--- config.mk ---
export PLATFORM = sky130hd
export DESIGN_NAME = mmtimer_top
export DESIGN_NICKNAME = d
export VERILOG_FILES = /design/src/rtl/mmt_pkg.sv /design/src/rtl/mmt_edge_sync.sv /design/src/rtl/mmt_prescaler.sv /design/src/rtl/mmt_postscaler.sv /design/src/rtl/mmt_core.sv /design/src/rtl/mmtimer_top.sv
export SDC_FILE = /design/constraint.sdc
export NUM_CORES = 1
export LEC_CHECK = 0
export ABC_CLOCK_PERIOD_IN_PS = 4950
export BUFFER_PORTS_ARGS = -buffer_cell sky130_fd_sc_hd__buf_2
export CAP_MARGIN = 20
export CORE_MARGIN = 4
export CORE_UTILIZATION = 40
export DETAILED_ROUTE_END_ITERATION = 8
export GPL_TIMING_DRIVEN = 0
export HOLD_SLACK_MARGIN = 0.02
export SETUP_SLACK_MARGIN = 0.02
export SYNTH_ARGS = -nofsm -noshare
export SYNTH_HDL_FRONTEND = slang
export SYNTH_SLANG_ARGS = --single-unit
--- constraint.sdc ---
create_clock -name clk -period 4.95 [get_ports clk]
set_input_delay 0.99 -clock clk [delete_from_list [all_inputs] [get_ports clk]]
set_output_delay 0.99 -clock clk [all_outputs]
set_load 0.03 [all_outputs]
--- src/rtl/mmt_pkg.sv ---
`timescale 1ns/1ps
package mmt_pkg;

  typedef enum logic [1:0] {
    MD_WRAP   = 2'd0,
    MD_CLRCMP = 2'd1,
    MD_PWM_SS = 2'd2,
    MD_PWM_DS = 2'd3
  } mmt_mode_e;

  // control word, most significant field first
  typedef struct packed {
    logic [3:0] post_m1;
    logic [3:0] pre_exp;
    logic       pre_bypass;
    logic       ext_fall;
    logic       ext_src;
    mmt_mode_e  mode;
  } mmt_cfg_t;

  localparam int CFG_W = $bits(mmt_cfg_t);

  localparam logic [2:0] A_CTRL = 3'd0;
  localparam logic [2:0] A_TOP  = 3'd1;
  localparam logic [2:0] A_CMP  = 3'd2;
  localparam logic [2:0] A_ACK  = 3'd3;

  function automatic logic is_wave_mode(input mmt_mode_e m);
    return (m == MD_PWM_SS) || (m == MD_PWM_DS);
  endfunction

endpackage

--- src/rtl/mmt_edge_sync.sv ---
`timescale 1ns/1ps
module mmt_edge_sync #(
  parameter int STAGES = 2
) (
  input  logic clk,
  input  logic rst_n,
  input  logic din,
  input  logic fall_sel,
  output logic pulse
);

  localparam int SH_W = STAGES + 1;

  logic [SH_W-1:0] sh;
  logic            synced;
  logic            prev;
  logic            rise_det;
  logic            fall_det;

  always_ff @(posedge clk or negedge rst_n) begin
    if (!rst_n) sh <= '0;
    else        sh <= {sh[SH_W-2:0], din};
  end

  assign synced   = sh[STAGES-1];
  assign prev     = sh[STAGES];
  assign rise_det = synced & ~prev;
  assign fall_det = ~synced & prev;
  assign pulse    = fall_sel ? fall_det : rise_det;

endmodule

--- src/rtl/mmt_prescaler.sv ---
`timescale 1ns/1ps
module mmt_prescaler #(
  parameter int MAX_EXP = 8,
  parameter int EXP_W   = 4
) (
  input  logic             clk,
  input  logic             rst_n,
  input  logic             clr,
  input  logic             src,
  input  logic             bypass,
  input  logic [EXP_W-1:0] exp_sel,
  output logic             tick
);

  localparam int PC_W = (MAX_EXP < 1) ? 1 : MAX_EXP;

  // low e bits set; exponents beyond PC_W saturate to all ones
  function automatic logic [PC_W-1:0] ratio_mask(input logic [EXP_W-1:0] e);
    logic [PC_W-1:0] m;
    m = '0;
    for (int i = 0; i < PC_W; i++) m[i] = (i < int'(e));
    return m;
  endfunction

  logic [PC_W-1:0] pcnt;
  logic [PC_W-1:0] mask;

  assign mask = ratio_mask(exp_sel);
  assign tick = bypass ? src : (src && ((pcnt & mask) == mask));

  always_ff @(posedge clk or negedge rst_n) begin
    if (!rst_n)   pcnt <= '0;
    else if (clr) pcnt <= '0;
    else if (src) pcnt <= pcnt + 1'b1;
  end

endmodule

--- src/rtl/mmt_postscaler.sv ---
`timescale 1ns/1ps
module mmt_postscaler #(
  parameter int DIV_W = 4
) (
  input  logic             clk,
  input  logic             rst_n,
  input  logic             clr,
  input  logic             evt,
  input  logic [DIV_W-1:0] ratio_m1,
  output logic             fire
);

  logic [DIV_W-1:0] ecnt;

  assign fire = evt && (ecnt >= ratio_m1);

  always_ff @(posedge clk or negedge rst_n) begin
    if (!rst_n)    ecnt <= '0;
    else if (clr)  ecnt <= '0;
    else if (evt)  ecnt <= fire ? '0 : ecnt + 1'b1;
  end

endmodule

--- src/rtl/mmt_core.sv ---
`timescale 1ns/1ps
module mmt_core
  import mmt_pkg::*;
#(
  parameter int CNT_W = 16
) (
  input  logic             clk,
  input  logic             rst_n,
  input  logic             clr,
  input  logic             tick,
  input  mmt_mode_e        mode,
  input  logic [CNT_W-1:0] top_live,
  input  logic [CNT_W-1:0] cmp_live,
  output logic [CNT_W-1:0] count,
  output logic             pwm,
  output logic             evt,
  output logic [CNT_W-1:0] top_sh,
  output logic [CNT_W-1:0] cmp_sh
);

  localparam logic [CNT_W-1:0] MAXV = '1;

  function automatic logic wave_level(input logic [CNT_W-1:0] c,
                                      input logic [CNT_W-1:0] k);
    return c < k;
  endfunction

  function automatic logic [CNT_W-1:0] restart_value(input logic [CNT_W-1:0] t);
    return (t == '0) ? '0 : {{(CNT_W-1){1'b0}}, 1'b1};
  endfunction

  logic             up_q, up_n;
  logic [CNT_W-1:0] cnt_n;
  logic             load;
  logic [CNT_W-1:0] top_n, cmp_n;
  logic             pwm_q, pwm_n;

  always_comb begin
    cnt_n = count;
    up_n  = up_q;
    evt   = 1'b0;
    load  = !is_wave_mode(mode);
    if (tick) begin
      case (mode)
        MD_WRAP: begin
          cnt_n = count + 1'b1;
          evt   = (count == MAXV);
        end
        MD_CLRCMP: begin
          if (count == cmp_live) begin
            cnt_n = '0;
            evt   = 1'b1;
          end else begin
            cnt_n = count + 1'b1;
          end
        end
        MD_PWM_SS: begin
          if (count >= top_sh) begin
            cnt_n = '0;
            evt   = 1'b1;
            load  = 1'b1;
          end else begin
            cnt_n = count + 1'b1;
          end
        end
        MD_PWM_DS: begin
          if (up_q) begin
            if (count >= top_sh) begin
              if (top_sh == '0) begin
                cnt_n = '0;
                evt   = 1'b1;
                load  = 1'b1;
              end else begin
                up_n  = 1'b0;
                cnt_n = count - 1'b1;
              end
            end else begin
              cnt_n = count + 1'b1;
            end
          end else begin
            if (count == '0) begin
              up_n  = 1'b1;
              evt   = 1'b1;
              load  = 1'b1;
              cnt_n = restart_value(top_live);
            end else begin
              cnt_n = count - 1'b1;
            end
          end
        end
        default: cnt_n = count;
      endcase
    end
    if (clr) begin
      cnt_n = '0;
      up_n  = 1'b1;
      evt   = 1'b0;
      load  = 1'b1;
    end
    top_n = load ? top_live : top_sh;
    cmp_n = load ? cmp_live : cmp_sh;
    pwm_n = wave_level(cnt_n, cmp_n);
  end

  always_ff @(posedge clk or negedge rst_n) begin
    if (!rst_n) begin
      count  <= '0;
      up_q   <= 1'b1;
      top_sh <= '1;
      cmp_sh <= '0;
      pwm_q  <= 1'b0;
    end else begin
      count  <= cnt_n;
      up_q   <= up_n;
      top_sh <= top_n;
      cmp_sh <= cmp_n;
      pwm_q  <= pwm_n;
    end
  end

  assign pwm = pwm_q & is_wave_mode(mode);

endmodule

--- src/rtl/mmtimer_top.sv ---
`timescale 1ns/1ps
module mmtimer_top
  import mmt_pkg::*;
#(
  parameter int CNT_W       = 16,
  parameter int DATA_W      = 16,
  parameter int MAX_EXP     = 8,
  parameter int SYNC_STAGES = 2
) (
  input  logic              clk,
  input  logic              rst_n,
  input  logic              wr_en,
  input  logic [2:0]        wr_addr,
  input  logic [DATA_W-1:0] wr_data,
  input  logic              ext_evt,
  output logic [CNT_W-1:0]  count_o,
  output logic              pwm_o,
  output logic              irq_o
);

  // DATA_W must be at least CFG_W and at least CNT_W

  mmt_cfg_t         ctrl_q;
  logic [CNT_W-1:0] top_q;
  logic [CNT_W-1:0] cmp_q;
  logic             irq_q;

  logic             cfg_wr;
  logic             irq_clr;
  logic             ext_pulse;
  logic             tick_src;
  logic             core_tick;
  logic             core_evt;
  logic             post_fire;
  logic [CNT_W-1:0] top_sh;
  logic [CNT_W-1:0] cmp_sh;
  mmt_mode_e        mode_w;
  logic             pre_bypass;
  logic [3:0]       pre_exp;

  assign cfg_wr     = wr_en && (wr_addr == A_CTRL);
  assign irq_clr    = wr_en && (wr_addr == A_ACK) && wr_data[0];
  assign mode_w     = ctrl_q.mode;
  assign pre_bypass = ctrl_q.pre_bypass;
  assign pre_exp    = ctrl_q.pre_exp;

  always_ff @(posedge clk or negedge rst_n) begin
    if (!rst_n) begin
      ctrl_q <= '0;
      top_q  <= '1;
      cmp_q  <= '0;
    end else if (wr_en) begin
      case (wr_addr)
        A_CTRL:  ctrl_q <= mmt_cfg_t'(wr_data[CFG_W-1:0]);
        A_TOP:   top_q  <= wr_data[CNT_W-1:0];
        A_CMP:   cmp_q  <= wr_data[CNT_W-1:0];
        default: ;
      endcase
    end
  end

  always_ff @(posedge clk or negedge rst_n) begin
    if (!rst_n)         irq_q <= 1'b0;
    else if (post_fire) irq_q <= 1'b1;
    else if (irq_clr)   irq_q <= 1'b0;
  end

  mmt_edge_sync #(.STAGES(SYNC_STAGES)) u_sync (
    .clk      (clk),
    .rst_n    (rst_n),
    .din      (ext_evt),
    .fall_sel (ctrl_q.ext_fall),
    .pulse    (ext_pulse)
  );

  assign tick_src = ctrl_q.ext_src ? ext_pulse : 1'b1;

  mmt_prescaler #(.MAX_EXP(MAX_EXP), .EXP_W(4)) u_pre (
    .clk     (clk),
    .rst_n   (rst_n),
    .clr     (cfg_wr),
    .src     (tick_src),
    .bypass  (pre_bypass),
    .exp_sel (pre_exp),
    .tick    (core_tick)
  );

  mmt_core #(.CNT_W(CNT_W)) u_core (
    .clk      (clk),
    .rst_n    (rst_n),
    .clr      (cfg_wr),
    .tick     (core_tick),
    .mode     (mode_w),
    .top_live (top_q),
    .cmp_live (cmp_q),
    .count    (count_o),
    .pwm      (pwm_o),
    .evt      (core_evt),
    .top_sh   (top_sh),
    .cmp_sh   (cmp_sh)
  );

  mmt_postscaler #(.DIV_W(4)) u_post (
    .clk      (clk),
    .rst_n    (rst_n),
    .clr      (cfg_wr),
    .evt      (core_evt),
    .ratio_m1 (ctrl_q.post_m1),
    .fire     (post_fire)
  );

  assign irq_o = irq_q;

endmodule

; Word level (Yosys, flattened, before mapping)
; Cells that the tools add are included.
; W data, S select, Z words.
[word_totals]
ff_bits = 111
out_inout_bits = 18
wordCells = 111
[op_classes]
add_sub_neg = 4
magnitude_cmp = 11
n_eq_ne = 9
muxes = 43
n_bitwise = 6
n_reduce_logical = 21
[op_table]
columns = op, n
row1 = $mux W16, 9
row2 = $pmux W16 S4, 1
row3 = $logic_not A16 Y1, 3
row4 = $mux W1, 26
row5 = $add A16 B1 Y16 const B, 1
row6 = $eq A16 B16 Y1, 1
row7 = $eq A16 B16 Y1 const B, 1
row8 = $ge A16 B16 Y1, 1
row9 = $lt A16 B16 Y1, 1
row10 = $lt A3 B4 Y1 const A, 4
row11 = $mux W8, 2
row12 = $sub A16 B1 Y16 const B, 1
row13 = $mux W4, 3
row14 = $reduce_bool A2 Y1, 5
row15 = $add A8 B1 Y8 const B, 1
row16 = $and A8 B8 Y8, 1
row17 = $eq A8 B8 Y1, 1
row18 = $lt A1 B4 Y1 const A, 2
row19 = $lt A2 B4 Y1 const A, 2
row20 = $reduce_and A2 Y1, 4
row21 = $eq A3 B2 Y1 const B, 2
row22 = $logic_and A1 B1 Y1, 5
row23 = $add A4 B1 Y4 const B, 1
row24 = $eq A2 B2 Y1 const B, 2
row25 = 11 further kinds, 14

; Depth between registers and ports, before layout
[logic_depth]
ltp_word = 12
mapped_depth = 21
ltp_nobuf = 19

; Cells and area by module
; From an unflattened synthesis, not the netlist that was laid out.
[unflattened]
hier_cells = 652
hier_area_um2 = 7061.8
[by_module_without_submodules]
columns = module, instances, cells_per_inst, area_per_inst_um2
row1 = mmt_core, 1, 452, 4294.1
row2 = mmtimer_top, 1, 103, 1836.8
row3 = mmt_prescaler, 1, 56, 491.7
row4 = mmt_postscaler, 1, 35, 341.6
row5 = mmt_edge_sync, 1, 6, 97.6

; Worst setup path after synthesis
; OpenSTA, ideal clock, no wires.
[synth_path]
path_kind = reg-to-reg
from = register u_core.count[0]
to = register u_core.pwm_q
arrival_ns = 4.283
path_slack_ns = 0.584
path_stages_with_launch = 22
n_path_buf = 2
synth_period_minus_slack_ns = 4.366
path_cell_list = dfrtp_1 clkbuf_1 inv_1 ha_1 nand2b_1 a2111oi_0 o32a_1 nand3_1 buf_4 o21ai_2 a22oi_1 or3_1 a21oi_1 ha_1 a21o_1 a21o_1 a21oi_1 o21ai_0 a21o_1 a21oi_1 nand4_1 o21ai_0
[synth_between]
elab_chain_cells = 8
elab_cells_between_ends = 23
cone_classes = 2 x add/sub / 2 x order compare / 1 x eq/ne / 17 x mux / 1 x reduce/logical
[synth_rtl]
columns = element, line
row1 = from (decl), mmt_core.sv:14  ; output logic [CNT_W-1:0] count,
row2 = from (signal assigned), mmt_core.sv:113  ; count <= cnt_n;
row3 = $sub A16 B1 Y16, "mmt_core.sv:75, mmt_core.sv:87"
row4 = $mux W16, mmt_core.sv:69  ; if (top_sh == '0) begin
row5 = $mux W16, mmt_core.sv:68  ; if (count >= top_sh) begin
row6 = $mux W16, mmt_core.sv:67  ; if (up_q) begin
row7 = $pmux W16 S4 *, mmt_core.sv:44  ; case (mode)
row8 = $mux W16 *, mmt_core.sv:43  ; if (tick) begin
row9 = $mux W16 *, mmt_core.sv:94  ; if (clr) begin
row10 = net u_core.cnt_n[9], mmt_core.sv:33  ; logic [CNT_W-1:0] cnt_n;
row11 = $lt A16 B16 Y1 *, mmt_core.sv:25  ; return c < k;
row12 = net u_core.pwm_n, mmt_core.sv:36  ; logic pwm_q, pwm_n;
row13 = to (signal assigned), mmt_core.sv:117  ; pwm_q <= pwm_n;
row14 = to (decl), mmt_core.sv:36
; Mark *: on every way through the listed nets, which the timed path passes. The rest lies on a longest branch.
; A chain may end at the register's enable or synchronous reset.

; Worst setup path in the final report
; Ends and elaborated chain as after synthesis.

==> metrics.cfg <==
[timing]
skew_ps = 8.39
grt_setup_unrepaired = false
drv_slew = 0
slew_headroom_pct = 43.8
hold_viol_final = 0
finalCritPeriodShare_pct = 94.8
setup_viol = 0
clock.fmax_ghz = 0.213
holdWs_ps = 349
min_period_ps = 4690
tightest_slew_ps = 842

[yosys]
ys_seq_elements = 111
syn_inst = 660
ys_types = 73
syn-num-nets = 722
synthArstFlopShare_pct = 100
synth_area_per_cell_um2 = 9.90
yosysSeqAreaShare_pct = 43.2
synth_flop_cell = dfrtp_1
synth_edf_count = 0
syn_area_um2 = 6530
yosysWarnings = 0

[global_routing]
globalRoute.totalOverflow = 0
grt_pass1_vias = 5188
grt_pass1_wl_um = 28700
antenna_found_initial = 0
grt_max_degree = 75
grt.total_usage_pct = 20.3

[routing]
wl_per_cell_um = 19.4
drtPass1Iterations = 6
drtIter0Drc = 444
vias_per_cell = 5.73
drc_errors = 0
vias = 5339
routed_wl_um = 18100
antenna_left = 0

[run]
drv_cap = 0

[critical_path]
path_cells = inv_1, ha_1, nand2b_1, a2111oi_1, o32a_1, nand3_1, buf_4, o21ai_4, a22oi_1, or3_1, a21oi_1, ha_1, a21o_1, a21o_1, a21oi_1, o21ai_0, a21o_1, a21oi_2, nand4_1, o21ai_0
cp-end-kind = flop
cp.required_ps = 5230
path_class = flop to flop
cp_slowest_stage_delay_ps = 480
r2r_cells = 20
path_max_fanout = 10
cp_num_buf_inv = 2
cp_common_cell = a21o_1
path_delay_family = compound AO/OA/AOI/OAI gates
critPathArrivalTime_ps = 4970
crit_cells = 20
startpoint_type = flop
critPathSlowestCell = dfrtp_2

[clock_tree]
clockBufferDepth = 2
root_buffer = clkbuf_16
post_cts_buffers = 0
cts_tree = done
numClockSinks = 111
clk_pin_slew_ps = 70
cts_made_buffers = 9
h-tree-depth = 3
postCtsHoldBufs = 0
clk_latency_ps = 360

[power]
p_sw_mw = 1.48
power_density_nw_per_um2 = 504
clockPowerShare_pct = 20.2
ir_worst_vdd_uv = 199
leakagePower_nw = 3.28
power_frac_seq_pct = 40.6
switching_share_pct = 39.9
total_power_mw = 3.71
p_int_mw = 2.23
combPwrFrac_pct = 39.2

[floorplan]
core_area_um2 = 15900
start_util_pct = 41.0
die_h_um = 136
pin_count = 41
dieWidth_um = 136
die-area_um2 = 18400
placementRows = 46

[worst_hold_path]
hold_path.class = flop to flop
min_path_cells = 0

[layout]
fill_cells = 1527
seqCellArea_um2 = 2820
layout_common_cells = 77 x dfrtp_1, 75 x nand2_1, 45 x buf_2, 45 x mux2_2, 41 x inv_1
drive_gt1_share_pct = 22.6
syn_to_final_growth_pct = 12.7
nets = 773
antennaDiodeCount = 0
multiInputGateArea_um2 = 3410
final_common_cell = dfrtp_1

[placement]
hpwl_um = 13700
port-buffer-count = 40
routabilityCongestion = 0.957

[run_status]
status = finished, final reports clean

## worst paths after layout
kind	start	to	slack, ps
setup / recovery	u_core.count[0]$_DFF_PN0_	u_core.pwm_q$_DFF_PN0_	260
hold / removal	u_sync.sh[0]$_DFF_PN0_	u_sync.sh[1]$_DFF_PN0_	350
setup reg to reg	u_core.count[0]$_DFF_PN0_	u_core.pwm_q$_DFF_PN0_	260
hold reg to reg	u_sync.sh[0]$_DFF_PN0_	u_sync.sh[1]$_DFF_PN0_	350
max in group asynchronous	rst_n	top_q[1]$_DFFE_PN1P_	3560
min in group asynchronous	rst_n	u_core.count[11]$_DFF_PN0_	610
## area by class of cell
type,count,area share [%]
multi-input cells,475,46.4
plain buffers,30,2.09
flip-flops and latches,111,38.3
clock inverters,4,0.459
repair buffers,41,3.13
inverters,43,2.19
well taps,216,3.67
clock buffers,12,3.77
## power groups by stage
stage | Combinational (mW) | Clock, mW | Sequential [mW]
4_1_cts | 1.46 | 0.768 | 1.49
3_5_place_dp | 1.44 | 0 | 1.51
3_3_place_gp | 1.40 | 0 | 1.50
2_1_floorplan | 1.01 | 0 | 1.47
5_1_grt | 1.62 | 0.802 | 1.54
6_report | 1.45 | 0.749 | 1.51
## per-stage QoR
step / TNS, ps / area, um^2 / cells / util [%] / worst slack (ps)
2_1_floorplan: 0 / 6530 / 660 / - / 584
3_3_place_gp: -142 / 7000 / 916 / 43.9 / -142
3_5_place_dp: -154 / 7030 / 917 / 44.1 / -154
4_1_cts: 0 / 7360 / 933 / 46.1 / 56.7
5_1_grt: 0 / 7360 / 932 / 46.2 / 40.0
6_report: 0 / 7360 / 932 / 46.2 / 258
## state kept, by name, summed over array words and instances (netlist names), 2 cells and up
name	count
mode_w	2
u_core.cmp_sh	16
top_q	16
u_pre.pcnt	8
u_core.top_sh	16
pre_exp	4
u_post.ecnt	4
u_core.count	16
cmp_q	16
u_sync.sh	3
ctrl_q	6
## routing by layer
metal / global-route usage (%) / wire (um) / part of all wire, % / up-vias
met5: 0 / 0 / 0 / -
met3: 2.15 / 696 / 3.9 / 37
met2: 31.3 / 8280 / 46 / 162
met4: 8.51 / 517 / 2.9 / 0
met1: 29.1 / 8570 / 47 / 2667
li1: - / - / - / 2473
## cells in the mapped netlist (5+ instances only)
master	instances	area (um^2)
inv_1	41	154
nand2_1	75	282
mux2i_1	15	150
xnor2_1	19	166
and3_1	5	31.3
or3_1	8	50.1
nor2b_1	5	31.3
nor4_1	12	75.1
o21ai_0	34	170
a21o_1	12	90.1
dfrtp_1	78	1950
o21a_1	5	37.5
clkbuf_1	18	67.6
nand3_1	12	60.1
nor3_1	10	50.1
a21oi_1	34	170
ha_1	39	488
o31ai_1	5	37.5
nand4_1	16	100
nand2b_1	8	50.1
nor2_1	31	116
mux2_2	45	507
dfstp_2	33	867
buf_2	6	30.0
xor2_1	14	123
## repair_timing
item / CTS / global route
resized for setup: 3 / 2
endpoints found under the hold margin: 0 / 0
endpoints found under the setup margin: 1 / 1
pin swaps: 0 / 0
## logic make-up after synthesis
family                   after synthesis  synth area share (%)
AO/OA/AOI/OAI                        132                  13.1
XOR/XNOR                              33                  4.43
adder cells (fa/ha/maj)               39                  7.47
buffers and inverters                 74                  4.88
flip-flops                           111                  43.2
multiplexers                          65                  11.0
AND/OR/NAND/NOR                      206                  16.0
Note: power is estimated with default switching activity, not from simulation.
